===== src/rtl/sx_pkg.sv =====
package sx_pkg;

  typedef enum logic [2:0] {
    PH_CMD = 3'd0,
    PH_ADR = 3'd1,
    PH_WR  = 3'd2,
    PH_DUM = 3'd3,
    PH_RD  = 3'd4,
    PH_END = 3'd5
  } phase_t;

  // Configuration field positions decoded by this engine
  localparam int CF_CMD_EN = 10;
  localparam int CF_ADR_LO = 11;
  localparam int CF_WR_LO  = 16;
  localparam int CF_DUM_LO = 21;
  localparam int CF_RD_LO  = 24;
  localparam int CF_BPC_LO = 6;

  function automatic logic [5:0] phase_count(phase_t p, logic [31:0] cfg);
    logic [5:0] n;
    case (p)
      PH_CMD:  n = {5'd0, cfg[CF_CMD_EN]};
      PH_ADR:  n = (cfg[CF_ADR_LO +: 3] > 3'd4) ? 6'd0 : {3'd0, cfg[CF_ADR_LO +: 3]};
      PH_WR:   n = {1'b0, cfg[CF_WR_LO +: 5]};
      PH_DUM:  n = {3'd0, cfg[CF_DUM_LO +: 3]};
      PH_RD:   n = {1'b0, cfg[CF_RD_LO +: 5]};
      default: n = 6'd0;
    endcase
    return n;
  endfunction

  // Lowest phase at or after 'from' that has a nonzero count
  function automatic phase_t first_live(phase_t from, logic [31:0] cfg);
    phase_t r;
    r = PH_END;
    for (int k = 4; k >= 0; k--) begin
      if (k >= int'(from) && phase_count(phase_t'(k), cfg) != 6'd0) r = phase_t'(k);
    end
    return r;
  endfunction

endpackage


===== src/rtl/sx_seq.sv =====
module sx_seq import sx_pkg::*; #(
  parameter int WR_WORDS = 4
) (
  input  logic                  clk,
  input  logic                  rst,
  input  logic                  go,
  input  logic [31:0]           cfg_i,
  input  logic [31:0]           cmd_i,
  input  logic [31:0]           addr_i,
  input  logic [32*WR_WORDS-1:0] wdata_i,
  input  logic                  adv,
  output phase_t                phase_o,
  output logic [4:0]            idx_o,
  output logic [7:0]            byte_o,
  output logic [1:0]            dbpc_o
);
  localparam int WR_BYTES = 4 * WR_WORDS;

  logic [31:0]           cfg_q, cmd_q, addr_q;
  logic [32*WR_WORDS-1:0] wdata_q;
  phase_t                phase_q;
  logic [4:0]            idx_q;
  logic [5:0]            count_cur;

  assign count_cur = phase_count(phase_q, cfg_q);

  always_ff @(posedge clk) begin
    if (rst) begin
      cfg_q   <= '0;
      cmd_q   <= '0;
      addr_q  <= '0;
      wdata_q <= '0;
      phase_q <= PH_END;
      idx_q   <= '0;
    end else if (go) begin
      cfg_q   <= cfg_i;
      cmd_q   <= cmd_i;
      addr_q  <= addr_i;
      wdata_q <= wdata_i;
      phase_q <= first_live(PH_CMD, cfg_i);
      idx_q   <= '0;
    end else if (adv && phase_q != PH_END) begin
      if ({1'b0, idx_q} + 6'd1 < count_cur) begin
        idx_q <= idx_q + 5'd1;
      end else begin
        idx_q   <= '0;
        phase_q <= (phase_q == PH_RD) ? PH_END : first_live(phase_t'(phase_q + 3'd1), cfg_q);
      end
    end
  end

  always_comb begin
    int sel;
    sel    = 0;
    byte_o = '0;
    case (phase_q)
      PH_CMD: byte_o = cmd_q[7:0];
      PH_ADR: begin
        sel    = int'(count_cur) - 1 - int'(idx_q);
        byte_o = 8'(addr_q >> (8 * sel));
      end
      PH_WR: begin
        sel    = (int'(idx_q) < WR_BYTES) ? int'(idx_q) : (WR_BYTES - 4 + int'(idx_q[1:0]));
        byte_o = 8'(wdata_q >> (8 * sel));
      end
      PH_DUM: begin
        case (idx_q)
          5'd0:    byte_o = cmd_q[15:8];
          5'd1:    byte_o = cmd_q[23:16];
          default: byte_o = cmd_q[31:24];
        endcase
      end
      default: byte_o = '0;
    endcase
  end

  assign phase_o = phase_q;
  assign idx_o   = idx_q;
  assign dbpc_o  = cfg_q[CF_BPC_LO +: 2];

  AST_PHASE_ORDER: assert property (@(posedge clk) disable iff (rst)
    !go |=> phase_q >= $past(phase_q)) else $error("phase went backwards");

endmodule


===== src/rtl/sx_shift.sv =====
module sx_shift (
  input  logic       clk,
  input  logic       rst,
  input  logic       load,
  input  logic [7:0] byte_i,
  input  logic [1:0] wlog_i,
  input  logic       lsb_i,
  input  logic       miso_i,
  output logic       busy_o,
  output logic       done_o,
  output logic [7:0] rx_o,
  output logic       sck_o,
  output logic [7:0] dq_o
);
  logic [7:0] sh_q, rx_q, dq_q, sh_nxt;
  logic [2:0] left_q;
  logic [1:0] wl_q;
  logic       lsb_q, half_q, busy_q, done_q;

  function automatic logic [7:0] chunk_of(logic [7:0] s, logic [1:0] wl, logic lsbf);
    logic [7:0] m;
    case (wl)
      2'd0:    m = 8'h01;
      2'd1:    m = 8'h03;
      2'd2:    m = 8'h0F;
      default: m = 8'hFF;
    endcase
    return lsbf ? (s & m) : {7'd0, s[7]};
  endfunction

  function automatic logic [7:0] shift_on(logic [7:0] s, logic [1:0] wl, logic lsbf);
    logic [7:0] r;
    if (!lsbf) r = {s[6:0], 1'b0};
    else begin
      case (wl)
        2'd0:    r = s >> 1;
        2'd1:    r = s >> 2;
        2'd2:    r = s >> 4;
        default: r = 8'h00;
      endcase
    end
    return r;
  endfunction

  assign sh_nxt = shift_on(sh_q, wl_q, lsb_q);

  always_ff @(posedge clk) begin
    if (rst) begin
      sh_q <= '0; rx_q <= '0; dq_q <= '0; left_q <= '0; wl_q <= '0;
      lsb_q <= 1'b0; half_q <= 1'b0; busy_q <= 1'b0; done_q <= 1'b0;
    end else begin
      done_q <= 1'b0;
      if (load && !busy_q) begin
        sh_q   <= byte_i;
        wl_q   <= wlog_i;
        lsb_q  <= lsb_i;
        left_q <= lsb_i ? (3'd7 >> wlog_i) : 3'd7;
        half_q <= 1'b0;
        busy_q <= 1'b1;
        dq_q   <= chunk_of(byte_i, wlog_i, lsb_i);
      end else if (busy_q && !half_q) begin
        half_q <= 1'b1;
      end else if (busy_q) begin
        half_q <= 1'b0;
        rx_q   <= {rx_q[6:0], miso_i};
        if (left_q == 3'd0) begin
          busy_q <= 1'b0;
          done_q <= 1'b1;
          dq_q   <= '0;
        end else begin
          left_q <= left_q - 3'd1;
          sh_q   <= sh_nxt;
          dq_q   <= chunk_of(sh_nxt, wl_q, lsb_q);
        end
      end
    end
  end

  assign busy_o = busy_q;
  assign done_o = done_q;
  assign rx_o   = rx_q;
  assign sck_o  = half_q;
  assign dq_o   = dq_q;

  AST_SCK_ONE_CYCLE: assert property (@(posedge clk) disable iff (rst)
    sck_o |=> !sck_o) else $error("sck high too long");
  AST_DQ_HOLD_HIGH: assert property (@(posedge clk) disable iff (rst)
    sck_o |-> $stable(dq_o)) else $error("data moved while sck high");

endmodule


===== src/rtl/sx_rdbuf.sv =====
module sx_rdbuf #(
  parameter int RD_WORDS = 4
) (
  input  logic                   clk,
  input  logic                   rst,
  input  logic                   we,
  input  logic [4:0]             idx,
  input  logic [7:0]             byte_i,
  output logic [32*RD_WORDS-1:0] data_o
);
  localparam int RD_BYTES = 4 * RD_WORDS;

  for (genvar b = 0; b < RD_BYTES; b++) begin : g_lane
    logic [7:0] q;
    always_ff @(posedge clk) begin
      if (rst) q <= '0;
      else if (we && idx == 5'(b)) q <= byte_i;
    end
    assign data_o[8*b +: 8] = q;
  end

  AST_DISCARD_EXCESS: assert property (@(posedge clk) disable iff (rst)
    (we && int'(idx) >= RD_BYTES) |=> $stable(data_o)) else $error("excess byte stored");

endmodule


===== src/rtl/spi_xact_engine.sv =====
module spi_xact_engine import sx_pkg::*; #(
  parameter int NCS      = 4,
  parameter int WR_WORDS = 4,
  parameter int RD_WORDS = 4,
  localparam int CSW     = (NCS > 1) ? $clog2(NCS) : 1
) (
  input  logic                   clk,
  input  logic                   rst,
  input  logic                   start,
  input  logic [31:0]            cfg,
  input  logic [31:0]            cmd,
  input  logic [31:0]            addr,
  input  logic [32*WR_WORDS-1:0] wdata,
  input  logic                   auto_cs,
  input  logic [CSW-1:0]         cs_sel,
  input  logic                   rdy_ie,
  input  logic                   rdy_clr,
  input  logic                   miso,
  output logic                   busy,
  output logic                   rdy,
  output logic                   irq,
  output logic [32*RD_WORDS-1:0] rd_data,
  output logic                   spi_sck,
  output logic [7:0]             spi_dq,
  output logic [NCS-1:0]         spi_cs_n
);
  logic           run_q, rdy_q, irq_q, auto_q;
  logic [CSW-1:0] sel_q;
  logic [NCS-1:0] cs_n_q, sel_hot;
  logic           go, load, fin, rdy_d;
  phase_t         phase;
  logic [4:0]     idx;
  logic [7:0]     tx_byte, rx_byte;
  logic [1:0]     dbpc;
  logic           sh_busy, sh_done;
  logic           act_auto;
  logic [CSW-1:0] act_sel;

  assign go    = start && !run_q;
  assign load  = run_q && !sh_busy && !sh_done && (phase != PH_END);
  assign fin   = run_q && !sh_busy && !sh_done && (phase == PH_END);
  assign rdy_d = fin ? 1'b1 : (rdy_clr ? 1'b0 : rdy_q);

  assign act_auto = run_q ? auto_q : auto_cs;
  assign act_sel  = run_q ? sel_q : cs_sel;

  always_comb begin
    for (int i = 0; i < NCS; i++) sel_hot[i] = (act_sel == CSW'(i));
  end

  sx_seq #(.WR_WORDS(WR_WORDS)) u_seq (
    .clk(clk), .rst(rst), .go(go), .cfg_i(cfg), .cmd_i(cmd), .addr_i(addr),
    .wdata_i(wdata), .adv(sh_done), .phase_o(phase), .idx_o(idx),
    .byte_o(tx_byte), .dbpc_o(dbpc)
  );

  sx_shift u_shift (
    .clk(clk), .rst(rst), .load(load), .byte_i(tx_byte),
    .wlog_i((phase == PH_DUM) ? dbpc : 2'd0), .lsb_i(phase == PH_DUM),
    .miso_i(miso), .busy_o(sh_busy), .done_o(sh_done), .rx_o(rx_byte),
    .sck_o(spi_sck), .dq_o(spi_dq)
  );

  sx_rdbuf #(.RD_WORDS(RD_WORDS)) u_rdbuf (
    .clk(clk), .rst(rst), .we(sh_done && phase == PH_RD), .idx(idx),
    .byte_i(rx_byte), .data_o(rd_data)
  );

  always_ff @(posedge clk) begin
    if (rst) begin
      run_q  <= 1'b0;
      rdy_q  <= 1'b0;
      irq_q  <= 1'b0;
      auto_q <= 1'b1;
      sel_q  <= '0;
      cs_n_q <= '1;
    end else begin
      if (go) begin
        run_q  <= 1'b1;
        auto_q <= auto_cs;
        sel_q  <= cs_sel;
      end else if (fin) begin
        run_q <= 1'b0;
      end
      rdy_q  <= rdy_d;
      irq_q  <= rdy_d & rdy_ie;
      cs_n_q <= (!act_auto || run_q) ? ~sel_hot : '1;
    end
  end

  assign busy     = run_q;
  assign rdy      = rdy_q;
  assign irq      = irq_q;
  assign spi_cs_n = cs_n_q;

  AST_START_TAKES: assert property (@(posedge clk) disable iff (rst)
    (start && !busy) |=> busy) else $error("start not taken");
  AST_END_SETS_RDY: assert property (@(posedge clk) disable iff (rst)
    $fell(busy) |-> rdy) else $error("finish without ready");
  AST_CS_ONEHOT: assert property (@(posedge clk) disable iff (rst)
    $onehot0(~spi_cs_n)) else $error("several chip selects");
  AST_SCK_NEEDS_CS: assert property (@(posedge clk) disable iff (rst)
    spi_sck |-> !(&spi_cs_n)) else $error("clock with no device");
  AST_IRQ_SOURCE: assert property (@(posedge clk) disable iff (rst)
    irq |-> (rdy && $past(rdy_ie))) else $error("spurious irq");

endmodule


===== config.mk =====
export PLATFORM = sky130hd
export DESIGN_NAME = spi_xact_engine
export DESIGN_NICKNAME = d
export VERILOG_FILES = /design/src/rtl/sx_pkg.sv /design/src/rtl/sx_seq.sv /design/src/rtl/sx_shift.sv /design/src/rtl/sx_rdbuf.sv /design/src/rtl/spi_xact_engine.sv
export SDC_FILE = /design/constraint.sdc
export NUM_CORES = 1
export LEC_CHECK = 0
export ABC_AREA = 1
export BUFFER_PORTS_ARGS = -buffer_cell sky130_fd_sc_hd__buf_4
export CAP_MARGIN = 20
export CORE_MARGIN = 2
export CORE_UTILIZATION = 59
export CTS_CLUSTER_DIAMETER = 200
export CTS_CLUSTER_SIZE = 20
export DETAILED_ROUTE_END_ITERATION = 8
export PLACE_DENSITY_LB_ADDON = 0.2
export SLEW_MARGIN = 10
export SYNTH_ARGS = -nofsm -noshare
export SYNTH_HDL_FRONTEND = slang
export SYNTH_SLANG_ARGS = --single-unit

===== constraint.sdc =====
create_clock -name clk -period 6.8 [get_ports clk]
set_clock_uncertainty 0.05 [all_clocks]
set_input_delay 0.68 -clock clk [delete_from_list [all_inputs] [get_ports clk]]
set_output_delay 0.68 -clock clk [all_outputs]
set_load 0.05 [all_outputs]

==> out/results.txt <==
Run status: finished, final reports clean
Vias post-DR: 17000
Slowest cell on the critical path: sky130_fd_sc_hd__dfxtp_1
Syn avg cell area: 7.13 µm²
Type of destination of the critical path: register
Aggregate routed wire length: 49.6 mm
Pin count of the biggest net entering global routing: 142
Dominant combinational cell family by area after synthesis: simple AND/OR/NAND/NOR gates
First-pass GRT wire length: 78.9 mm
Crit path arrival time: 5.76 ns
Prevailing post-synth register cell: sky130_fd_sc_hd__dfxtp_1
Type of the setup path with the least slack: reg -> reg
EDFF count, synth: 0
Number of global-route vias before repair: 15700
Max-cap viol count: 0
Initial Utilization: 0.594
Routed wire per std cell: 16.5 µm
Fmax: 188 MHz
Final min period: 5.33 ns
Tcrit/Tclk final: 0.784
Power density over cell area: 225 nW/µm²
# Post-CTS Setup Buffers: 0
Family of cells with the greatest summed delay on the critical path: simple AND/OR/NAND/NOR gates
Clock-pin slew of the registers on the worst-case setup and hold paths: 0.09 ns
Die area: 30100 µm²
Die Y-Extent: 173 µm
Average via count per standard cell: 5.68
Synth area leaders: sky130_fd_sc_hd__dfxtp_1, sky130_fd_sc_hd__nor2_1, sky130_fd_sc_hd__o21ai_0
Static leakage: 8.58 nW
Total setup violations reported at the end of the flow: 0
Most numerous cell in the Yosys netlist: sky130_fd_sc_hd__nor2_1
Crit-path max FO: 10
Cell accounting for the most synthesized area: sky130_fd_sc_hd__dfxtp_1
Area added between synthesis and finish: 19.6%
Mux contribution to synthesized area: 0
Htree depth: 1
Number of hold buffers added after CTS: 0
Proportion of layout cells with a drive suffix above 1: 0.172
Startpoint types: register
Flip-flop and latch count after synthesis: 389
Synthesized-area fraction occupied by xor and xnor cells: 0.00362
Area of the mapped netlist: 16900 µm²
Die Width: 173 µm
Warning count from the yosys run: 0
Overall power after layout: 4.56 mW
Sinks on Clock Net: 389
Net count after synthesis: 2635
Post-synth top area share: 0.460
Delay contributed by the slowest stage of the critical path: 0.67 ns
Number of buffer and inverter instances along the worst setup path: 4
Worst voltage drop across the vdd grid: 0.218 mV
GRT Resource Usage Total: 0.318
Total Nets Final: 2880
Number of I/O pins: 377
Bufs on Longest Clock Path: 3
Library cell used as clock root buffer: sky130_fd_sc_hd__clkbuf_16
Setup WS post-layout: 1.47 ns
Post-synthesis compound-gate area fraction: 0.195
Critical path's most frequent cell: sky130_fd_sc_hd__nand2_1
Port buffer count: 363
Clock insertion delay at the later pin of the skew report: 0.55 ns
Antenna diode count: 0
Share of flip-flops with an asynchronous set or reset after synthesis: 0
Placement-stage worst setup slack: 1.55 ns
Synthesized instance count: 2372
Unique cell type count in the Yosys netlist: 49
Grt ovf: 0
Most used standard cells in the synthesized netlist: sky130_fd_sc_hd__nor2_1, sky130_fd_sc_hd__dfxtp_1, sky130_fd_sc_hd__o21ai_0, sky130_fd_sc_hd__nand2_1, sky130_fd_sc_hd__a21oi_1
Slew Limit Headroom: 0.301
Final core utilization: 0.711
DR DRC count: 0
Simple-gate share of the synthesized area: 0.255
Std-Cell Core Area: 28500 µm²
Cts repair resizes: 0
Cts bufs inserted: 23
Worst path required time: 7.23 ns
Seq/Total Area, Yosys: 0.460
Antenna viol nets, final: 0
Total Negative Setup Slacks: 0 ns
Synth Area in Adders: 0.0226
Rows: 62
Path type of the worst min-delay path: in -> reg
Antenna violations before repair: 0
Transition time at the pin with the least slew margin: 1.05 ns
Setup repair after global routing missed its margin: no
Weighted congestion reported at the end of routability-driven placement: 0.883
Post-DP HPWL: 34.5 mm
Clock tree from TritonCTS: built
Hold violation count in the final report: 0
Number of DRC violations after detailed-routing iteration 0: 1842
Max-slew violation count: 0
Number of iterations in the first detailed-routing pass: 6
-- worst min-delay path, delay by kind of cell --
family	cells	cell delay (ns)
buf+inv	1	0.07
simple gates	1	0.07
compound gates	1	0.07
-- cells in the final DEF (no fill, tap or decap), drive strengths merged, types with 3 or more instances in the layout --
master  Yosys  layout
a211oi      7       7
a21oi     154     154
a31oi       7       7
buf        36     375
clkbuf    119      23
clkinv      3       4
dfxtp     389     389
ha         29      29
inv       114     115
nand2     218     218
nand3     143     143
nand4       6       6
nor2      670     670
nor3       11      11
o211ai     34      34
o21ai     390     390
o221ai      7       7
o22ai       8       8
o31ai       4       4
xnor2       4       4
xor2        3       3
-- kinds of logic after synthesis --
family	Yosys count
buffers and inverters	272
XOR/XNOR	7
flip-flops	389
adder cells (fa/ha/maj)	30
AND/OR/NAND/NOR	1054
AO/OA/AOI/OAI	620
-- path summary, 6_finish.rpt --
kind,slack [ns],cells past startpoint,to,from
setup / recovery,1.47,27,u_shift.dq_o[1]$_SDFFE_PP0P_,u_seq.phase_o[2]$_SDFFE_PP1P_
setup reg to reg,1.47,27,u_shift.dq_o[1]$_SDFFE_PP0P_,u_seq.phase_o[2]$_SDFFE_PP1P_
hold / removal,0.33,3,u_seq.wdata_q[20]$_SDFFE_PP0P_,wdata[20]
hold reg to reg,0.40,2,u_rdbuf.g_lane[7].q[5]$_SDFFE_PP0P_,u_rdbuf.g_lane[7].q[5]$_SDFFE_PP0P_
-- flip-flops by register name (all words and copies together) (netlist names), 2 cells and up --
| name | cells |
|---|---|
| u_seq.cfg_q | 19 |
| u_seq.idx_o | 5 |
| spi_cs_n | 4 |
| u_rdbuf.g_lane.q | 128 |
| u_seq.cmd_q | 32 |
| u_shift.dq_o | 8 |
| u_shift.rx_o | 8 |
| u_shift.sh_q | 8 |
| u_shift.wl_q | 2 |
| u_seq.phase_o | 3 |
| u_seq.addr_q | 32 |
| u_seq.wdata_q | 128 |
| u_shift.left_q | 3 |
| sel_q | 2 |
-- area by class of cell --
| class | instances | area, µm² |
|---|---|---|
| fillers | 2428 | 8230 |
| multi-input cells | 1711 | 8080 |
| flip-flops and latches | 389 | 7790 |
| repair buffers | 375 | 2840 |
| clock buffers | 23 | 576 |
| well taps | 384 | 480 |
| inverters | 117 | 452 |
| clock inverters | 2 | 25.0 |
-- per-stage QoR --
step	area, µm²	cells	hold WS, ns
after floorplan	16900	2372	0.379
after global placement	19600	2975	0.383
after detailed placement	19600	2975	0.389
after CTS	20200	3000	0.306
after global routing	20200	3001	0.337
final	20200	3001	0.328
-- power breakdown --
group,internal (mW),switching (mW)
combinational,0.268,0.429
sequential,2.41,0.0895
clock,0.609,0.750
-- metal layers --
layer,part of all wire,vias up,GRT usage
met5,0,-,0
met4,0.040,0,0.131
met3,0.073,113,0.0375
met2,0.47,749,0.537
met1,0.41,7878,0.416
li1,-,8298,-
Note: power is estimated with default switching activity, not from simulation.
